==> src/rtl/disp_evt_pkg.sv <==
package disp_evt_pkg;

  localparam int NUM_EVT = 6;
  localparam int STAT_W  = 10;

  typedef enum logic [2:0] {
    SEL_NONE,
    SEL_RAW,
    SEL_MASKED,
    SEL_EN_SET,
    SEL_EN_CLR,
    SEL_EOI
  } reg_sel_e;

  // Status bit position owned by each event input.
  function automatic int unsigned evt_bit(input int unsigned idx);
    case (idx)
      0:       return 0;
      1:       return 2;
      2:       return 5;
      3:       return 6;
      4:       return 8;
      default: return 9;
    endcase
  endfunction

  // Bits that can ever hold a one.
  function automatic logic [STAT_W-1:0] impl_mask();
    logic [STAT_W-1:0] m;
    m = '0;
    for (int unsigned i = 0; i < NUM_EVT; i++) begin
      m[evt_bit(i)] = 1'b1;
    end
    return m;
  endfunction

endpackage

==> src/rtl/disp_evt_decode.sv <==
module disp_evt_decode
  import disp_evt_pkg::*;
#(
  parameter int ADDR_W = 8,
  parameter int DATA_W = 32,
  parameter logic [ADDR_W-1:0] OFF_RAW    = 8'h58,
  parameter logic [ADDR_W-1:0] OFF_MASKED = 8'h5C,
  parameter logic [ADDR_W-1:0] OFF_EN_SET = 8'h60,
  parameter logic [ADDR_W-1:0] OFF_EN_CLR = 8'h64,
  parameter logic [ADDR_W-1:0] OFF_EOI    = 8'h68
) (
  input  logic              bus_wr,
  input  logic [ADDR_W-1:0] bus_addr,
  input  logic [STAT_W-1:0] raw_stat,
  input  logic [STAT_W-1:0] masked_stat,
  input  logic [STAT_W-1:0] en_mask,
  output logic              stat_clr_we,
  output logic              en_set_we,
  output logic              en_clr_we,
  output logic              eoi_we,
  output logic [DATA_W-1:0] bus_rdata
);

  localparam int PAD_W = DATA_W - STAT_W;

  reg_sel_e          sel;
  logic [STAT_W-1:0] rd_bits;

  always_comb begin
    if      (bus_addr == OFF_RAW)    sel = SEL_RAW;
    else if (bus_addr == OFF_MASKED) sel = SEL_MASKED;
    else if (bus_addr == OFF_EN_SET) sel = SEL_EN_SET;
    else if (bus_addr == OFF_EN_CLR) sel = SEL_EN_CLR;
    else if (bus_addr == OFF_EOI)    sel = SEL_EOI;
    else                             sel = SEL_NONE;
  end

  always_comb begin
    stat_clr_we = bus_wr && (sel == SEL_RAW || sel == SEL_MASKED);
    en_set_we   = bus_wr && (sel == SEL_EN_SET);
    en_clr_we   = bus_wr && (sel == SEL_EN_CLR);
    eoi_we      = bus_wr && (sel == SEL_EOI);
  end

  always_comb begin
    case (sel)
      SEL_RAW:    rd_bits = raw_stat;
      SEL_MASKED: rd_bits = masked_stat;
      SEL_EN_SET,
      SEL_EN_CLR: rd_bits = en_mask;
      default:    rd_bits = '0;
    endcase
  end

  assign bus_rdata = {{PAD_W{1'b0}}, rd_bits};

endmodule

==> src/rtl/disp_evt_status.sv <==
module disp_evt_status
  import disp_evt_pkg::*;
(
  input  logic               clk,
  input  logic               rst_n,
  input  logic [NUM_EVT-1:0] evt_i,
  input  logic               clr_we,
  input  logic [STAT_W-1:0]  clr_bits,
  output logic [STAT_W-1:0]  raw_q
);

  logic [STAT_W-1:0] set_vec;
  logic [STAT_W-1:0] clr_vec;

  // Scatter the event pulses onto their status positions.
  always_comb begin
    set_vec = '0;
    for (int unsigned i = 0; i < NUM_EVT; i++) begin
      set_vec[evt_bit(i)] = evt_i[i];
    end
  end

  assign clr_vec = clr_we ? clr_bits : '0;

  // A new pulse takes priority over a clear aimed at the same bit.
  always_ff @(posedge clk or negedge rst_n) begin
    if (!rst_n) raw_q <= '0;
    else        raw_q <= ((raw_q & ~clr_vec) | set_vec) & impl_mask();
  end

endmodule

==> src/rtl/disp_evt_enable.sv <==
module disp_evt_enable
  import disp_evt_pkg::*;
(
  input  logic              clk,
  input  logic              rst_n,
  input  logic              set_we,
  input  logic              clr_we,
  input  logic [STAT_W-1:0] wbits,
  output logic [STAT_W-1:0] en_q
);

  always_ff @(posedge clk or negedge rst_n) begin
    if (!rst_n)      en_q <= '0;
    else if (set_we) en_q <= en_q | (wbits & impl_mask());
    else if (clr_we) en_q <= en_q & ~wbits;
  end

endmodule

==> src/rtl/disp_evt_irqgen.sv <==
module disp_evt_irqgen
  import disp_evt_pkg::*;
(
  input  logic              clk,
  input  logic              rst_n,
  input  logic [STAT_W-1:0] raw_stat,
  input  logic [STAT_W-1:0] en_mask,
  input  logic              eoi_we,
  output logic [STAT_W-1:0] masked_stat,
  output logic              irq_o
);

  logic eoi_hold_q;

  assign masked_stat = raw_stat & en_mask;

  always_ff @(posedge clk or negedge rst_n) begin
    if (!rst_n) eoi_hold_q <= 1'b0;
    else        eoi_hold_q <= eoi_we;
  end

  assign irq_o = (|masked_stat) && !eoi_hold_q;

endmodule

==> src/rtl/disp_evt_irq.sv <==
module disp_evt_irq
  import disp_evt_pkg::*;
#(
  parameter int ADDR_W = 8,
  parameter int DATA_W = 32,
  parameter logic [ADDR_W-1:0] OFF_RAW    = 8'h58,
  parameter logic [ADDR_W-1:0] OFF_MASKED = 8'h5C,
  parameter logic [ADDR_W-1:0] OFF_EN_SET = 8'h60,
  parameter logic [ADDR_W-1:0] OFF_EN_CLR = 8'h64,
  parameter logic [ADDR_W-1:0] OFF_EOI    = 8'h68
) (
  input  logic               clk,
  input  logic               rst_n,
  input  logic [NUM_EVT-1:0] evt_i,
  input  logic               bus_wr,
  input  logic [ADDR_W-1:0]  bus_addr,
  input  logic [DATA_W-1:0]  bus_wdata,
  output logic [DATA_W-1:0]  bus_rdata,
  output logic               irq_o
);

  logic [STAT_W-1:0] raw_stat;
  logic [STAT_W-1:0] en_mask;
  logic [STAT_W-1:0] masked_stat;
  logic              stat_clr_we;
  logic              en_set_we;
  logic              en_clr_we;
  logic              eoi_we;
  logic [STAT_W-1:0] wbits;

  assign wbits = bus_wdata[STAT_W-1:0];

  disp_evt_decode #(
    .ADDR_W    (ADDR_W),
    .DATA_W    (DATA_W),
    .OFF_RAW   (OFF_RAW),
    .OFF_MASKED(OFF_MASKED),
    .OFF_EN_SET(OFF_EN_SET),
    .OFF_EN_CLR(OFF_EN_CLR),
    .OFF_EOI   (OFF_EOI)
  ) u_decode (
    .bus_wr     (bus_wr),
    .bus_addr   (bus_addr),
    .raw_stat   (raw_stat),
    .masked_stat(masked_stat),
    .en_mask    (en_mask),
    .stat_clr_we(stat_clr_we),
    .en_set_we  (en_set_we),
    .en_clr_we  (en_clr_we),
    .eoi_we     (eoi_we),
    .bus_rdata  (bus_rdata)
  );

  disp_evt_status u_status (
    .clk     (clk),
    .rst_n   (rst_n),
    .evt_i   (evt_i),
    .clr_we  (stat_clr_we),
    .clr_bits(wbits),
    .raw_q   (raw_stat)
  );

  disp_evt_enable u_enable (
    .clk   (clk),
    .rst_n (rst_n),
    .set_we(en_set_we),
    .clr_we(en_clr_we),
    .wbits (wbits),
    .en_q  (en_mask)
  );

  disp_evt_irqgen u_irqgen (
    .clk        (clk),
    .rst_n      (rst_n),
    .raw_stat   (raw_stat),
    .en_mask    (en_mask),
    .eoi_we     (eoi_we),
    .masked_stat(masked_stat),
    .irq_o      (irq_o)
  );

endmodule

==> config.mk <==
export PLATFORM = sky130hd
export DESIGN_NAME = disp_evt_irq
export DESIGN_NICKNAME = d
export VERILOG_FILES = /design/src/rtl/disp_evt_pkg.sv /design/src/rtl/disp_evt_decode.sv /design/src/rtl/disp_evt_status.sv /design/src/rtl/disp_evt_enable.sv /design/src/rtl/disp_evt_irqgen.sv /design/src/rtl/disp_evt_irq.sv
export SDC_FILE = /design/constraint.sdc
export NUM_CORES = 1
export LEC_CHECK = 0
export BUFFER_PORTS_ARGS = -buffer_cell sky130_fd_sc_hd__buf_2
export CORE_ASPECT_RATIO = 0.7
export CORE_MARGIN = 2
export CORE_UTILIZATION = 41
export CTS_CLUSTER_DIAMETER = 60
export DETAILED_ROUTE_END_ITERATION = 10
export GPL_ROUTABILITY_DRIVEN = 0
export PLACE_DENSITY = 0.86
export SETUP_SLACK_MARGIN = 0.2
export SYNTH_ARGS = -nofsm -noshare
export SYNTH_HDL_FRONTEND = slang
export SYNTH_SLANG_ARGS = --single-unit
==> constraint.sdc <==
create_clock -name clk -period 1.1 [get_ports clk]
set_input_delay 0.055 -clock clk [delete_from_list [all_inputs] [get_ports clk]]
set_output_delay 0.055 -clock clk [all_outputs]
set_load 0.005 [all_outputs]
Word level (Yosys, flattened, before mapping)
Cells that the tools add are included.
- equal/unequal tests: 10
- multiplexer cells: 9
- bitwise operators: 7
- reduce and logical (&&, ||, !) cells: 10
- operators by type and width (kind ; count):
    8-bit by 7-bit == test with 1-bit output, second input constant ; 5
    10-bit bitwise AND ; 3
    10-bit 2-to-1 mux ; 3
    10-bit one-hot mux with 3 select lines ; 1
    10-bit inverter ; 2
    10-bit bitwise OR ; 2
    3-bit 2-to-1 mux ; 5
    10-bit OR reduction ; 1
    3-bit by 2-bit == test with 1-bit output, second input constant ; 2
    3-bit == test, second input constant ; 2
    1-bit logical AND ; 5
    3-bit by 1-bit == test with 1-bit output, second input constant ; 1
    2-bit nonzero test ; 1
    2-bit OR reduction ; 1
    1-bit zero test ; 1
    1-bit logical OR ; 1
- flip-flop bits (word level): 17
- input bits: 49
- output and inout bits: 33
- logic and storage cells: 39

Depth between registers and ports, before layout
- depth in word-level cells: 13
- mapped depth: 4
- gate-level depth less buffers: 3

Hierarchy
From an unflattened synthesis, not the netlist that was laid out.
- cell total of the unflattened synthesis: 137
- area total of the unflattened synthesis: 1252.5 sq um
- by module, submodules not included (module ; times used ; cells an instance ; area each (sq um) ; sequential area each (sq um)):
    disp_evt_decode ; 1 ; 71 ; 495.5 ; 0.0
    disp_evt_enable ; 1 ; 27 ; 380.4 ; 250.2
    disp_evt_status ; 1 ; 23 ; 251.5 ; 150.1
    disp_evt_irqgen ; 1 ; 16 ; 125.1 ; 25.0

Worst setup path after synthesis
No wires, ideal clock.
- kind: input -> register
- start point: input port bus_addr[7]
- end point: register with a tool-made name
- setup time: 0.079 ns
- arrival: 1.168 ns
- required time: 1.021 ns
- path slack: -0.148 ns
- stages: 4
- path buffers: 1
- path through: or4b_4 -> buf_6 -> nor4_2 -> mux2i_1
- RTL lines (what ; line ; RTL):
    start: declaration ; disp_evt_irq.sv:16 ; input logic [ADDR_W-1:0] bus_addr,

Worst setup path in the final report
- start point: input port bus_addr[7]
- end point: output port bus_rdata[2]
- word-level cells in the longest chain between the ends: 9
- elaborated cells between the ends (all ways): 16
- those cells by class: eq/ne: 9; mux: 6; reduce/logical: 1
- ends and longest elaborated chain (what ; line ; RTL):
    8-bit by 7-bit == test with 1-bit output ; disp_evt_decode.sv:34 ; else if (bus_addr == OFF_EOI) sel = SEL_EOI;
    3-bit 2-to-1 mux ; disp_evt_decode.sv:34 ;
    3-bit 2-to-1 mux ; disp_evt_decode.sv:33 ; else if (bus_addr == OFF_EN_CLR) sel = SEL_EN_CLR;
    3-bit 2-to-1 mux ; disp_evt_decode.sv:32 ; else if (bus_addr == OFF_EN_SET) sel = SEL_EN_SET;
    3-bit 2-to-1 mux ; disp_evt_decode.sv:31 ; else if (bus_addr == OFF_MASKED) sel = SEL_MASKED;
    3-bit 2-to-1 mux * ; disp_evt_decode.sv:30 ; if (bus_addr == OFF_RAW) sel = SEL_RAW;
    3-bit == test / 3-bit by 2-bit == test with 1-bit output (equally long branches) ; disp_evt_decode.sv:46 ; case (sel)
    2-bit OR reduction ; disp_evt_decode.sv:46 ;
    10-bit one-hot mux with 3 select lines * ; disp_evt_decode.sv:46 ;
    end: declaration ; disp_evt_irq.sv:18 ; output logic [DATA_W-1:0] bus_rdata,
Mark *: on every way between the ends. The rest lies on a longest branch, timed or not.

==> summary.txt <==
Status
  • Result of the run: finished, violations left
  • Violated checks: negative setup slack

Clock tree
  • TritonCTS clock tree: yes
  • Num CTS Buffers: 3
  • Clock network latency to the later pin of the worst-skew pair: 0.25 ns
  • Cell chosen for the clock root: sky130_fd_sc_hd__clkbuf_8
  • Reg clk slew, reported paths: 0.06 ns
  • Buffer depth of the longest clock path: 2
  • Total number of H-tree levels: 1
  • Number of clock sinks seen by CTS: 17

STA
  • Unrepaired setup endpoints after global routing: yes
  • Number of hold violations in the final report: 0
  • Minimum setup slack in the final design: -0.145 ns
  • Fmax achieved: 0.803 GHz
  • Worst hold slack: 0.00969 ns
  • Setup violations, final: 17
  • Share of the clock period used by the worst path: 113%
  • Max-slew violation count: 0
  • Clock Skews: 0 ns
  • Final period demand of the worst path: 1.25 ns

Floorplan
  • Initial cell density of the core: 42.3%
  • Core Rows: 16
  • Core Region: 2760 um2
  • Vertical die dimension: 48.7 um
  • # IOs: 82
  • Die width: 67.8 um
  • DIE AREA: 3300 um2

Worst setup path
  • Crit. End Element: primary output
  • Ordered cell list for the critical path: buf_8 > buf_6 > nor4b_4 > buf_12 > nand4_1 > a21oi_1 > buf_2
  • Maximum fanout encountered on the critical timing path: 15
  • Combined buffer and inverter count along the critical path: 4
  • Family of cells with the greatest summed delay on the critical path: buffers and inverters
  • Endpoint required time on the critical path: 1.04 ns
  • Cell with the largest stage delay on the worst path: sky130_fd_sc_hd__nor4b_4
  • Highest cell delay on the worst timing path: 0.26 ns
  • Critical Setup Path Class: input pin to primary output
  • Critical path arrival: 1.19 ns
  • CP startpoint kind: input pin

Synthesis
  • Number of synthesized flops with an enable pin: 0
  • Part of the Yosys area used for sequential elements: 36.4%
  • Synth cell count leaders: sky130_fd_sc_hd__buf_4 (22), sky130_fd_sc_hd__dfrtp_1 (17), sky130_fd_sc_hd__inv_1 (12), sky130_fd_sc_hd__a31oi_1 (7)
  • Unique cell type count in the Yosys netlist: 26
  • Synthesized netlist cell count: 121
  • Leading cell types by total area after synthesis: sky130_fd_sc_hd__dfrtp_1 (36%), sky130_fd_sc_hd__buf_4 (14%), sky130_fd_sc_hd__nor4_2 (6.4%), sky130_fd_sc_hd__mux2i_1 (5.1%), sky130_fd_sc_hd__inv_1 (3.9%)
  • Library cell with the largest summed area after synthesis: sky130_fd_sc_hd__dfrtp_1
  • Share of synthesized flip-flops with an asynchronous set or reset: 100%
  • Post-synth top flop: sky130_fd_sc_hd__dfrtp_1
  • Combined area of all synthesized cells: 1170 um2
  • Warnings from Yosys: 0
  • Syn_area_per_cell: 9.67 um2
  • Cell with the most instances after synthesis: sky130_fd_sc_hd__buf_4
  • Area share of the largest cell type after synthesis: 36.4%
  • Yosys reg bits: 17

GRT
  • Final global-route overflow total: 0
  • Number of antenna violations at the first check in global routing: 0
  • Vias in the first global route: 1045
  • Aggregate global-route resource usage: 20.9%
  • Pin count of the biggest net entering global routing: 18
  • Wire length of the first global-routing pass: 5180 um

Routing
  • Detail-routed net length per standard cell: 17.6 um
  • Number of vias in the routed layout: 1200
  • Starting DRT DRC Count: 96
  • Vias per cell: 5.41
  • Routed Antenna Nets: 0
  • Drt total wl: 3900 um
  • 1st-pass router iterations: 4
  • Residual DRC count: 0

Placement
  • I/O Buffers: 37
  • Sum of net half-perimeters after detailed placement: 1990 um

Pwr
  • Leakage dissipation: 0.842 nW
  • Reported net switching power: 0.382 mW
  • Proportion of total power due to net switching: 27.2%
  • IR Drop Worst-Case VDD: 0.723 mV
  • Power density over cell area: 785 nW/um2
  • P_int: 1.02 mW
  • Overall power consumption: 1.40 mW
  • Share of power burned in registers: 46.1%
  • Clock Power Share: 33.2%
  • Share of power burned in combinational logic: 20.6%

Finish
  • Diodes inserted: 0
  • Final Util: 64.8%
  • Filler cells: 197
  • Fraction of layout instances using a drive strength above 1: 43.5%
  • Post-synthesis to final-layout area growth: 53.0%
  • Net total in the final layout: 236

Worst hold path
  • Hold WC Path Type: input pin to register

Flow run
  • # Max-Cap Violations: 0
## power by group through the flow
| stage | Combinational, mW | Clock (mW) | Sequential, mW |
|---|---|---|---|
| final | 0.290 | 0.467 | 0.648 |
| after global routing | 0.311 | 0.501 | 0.648 |
| after CTS | 0.249 | 0.467 | 0.646 |
| after detailed placement | 0.191 | 0 | 0.657 |
| after global placement | 0.188 | 0 | 0.656 |
| after floorplan | 0.143 | 0 | 0.655 |
## logic make-up after synthesis
kind of cell	after synthesis	synth area share, %
mux	6	5.13
other cells	1	0.321
compound gates	26	14.7
flops	17	36.4
buf+inv	38	19.9
simple gates	33	23.6
## cells in the final DEF, fill, tap and decap left out, drive strengths merged, types with 6 or more instances in the layout
cell,n
conb,22
a21oi,6
buf,55
o31ai,6
nand2b,6
nand4,6
mux2i,6
dlygate4sd3,10
inv,12
nor4,6
a31oi,7
dfrtp,17
## repair_timing
item                                    in CTS  in global routing
cloned                                       1                  0
endpoints found under the hold margin       26                  0
hold buffers                                10                  0
pin swaps                                    8                  8
endpoints found under the setup margin      27                 27
buffers inserted                             5                  4
resized for setup                           18                 19
## metrics by stage
step           setup TNS, ns  std cells  setup WS (ns)  instance area, um2
2_1_floorplan          -1.11        142         -0.145                1250
6_report              -0.960        222         -0.145                1790
5_1_grt                -1.62        222         -0.166                1790
3_3_place_gp           -3.56        198         -0.252                1370
3_5_place_dp           -4.02        198         -0.297                1370
4_1_cts               -0.311        218        -0.0713                1650
## path summary, 6_finish.rpt
| kind | start | endpoint | slack, ns | cells after the start |
|---|---|---|---|---|
| worst min-delay path | evt_i[3] | u_status.raw_q[6] | 0.01 | 2 |
| worst max register to register | u_status.raw_q[2] | u_status.raw_q[2] | 0.27 | 3 |
| worst max-delay path | bus_addr[7] | bus_rdata[2] | -0.15 | 7 |
| min in group asynchronous | rst_n | u_enable.en_q[4] | 0.26 | 2 |
| max in group asynchronous | rst_n | u_status.raw_q[9] | 0.53 | 2 |
| worst min register to register | u_enable.en_q[1] | u_enable.en_q[1] | 0.53 | 1 |
## layer usage
layer | share of wire, % | GRT usage, %
met2 | 50 | 33.7
met1 | 38 | 29.8
met4 | 1.9 | 1.33
met5 | 0 | 0
met3 | 10 | 5.35
## cell type report
class                   count  area [um2]  area share [%]
multi-input cells          88         749            41.9
clock buffers               4        45.0            2.52
well taps                  36        45.0            2.52
flip-flops and latches     17         430            24.0
repair buffers             65         475            26.6
inverters                  12        45.0            2.52
No activity file was read; power rests on OpenSTA's default activity.
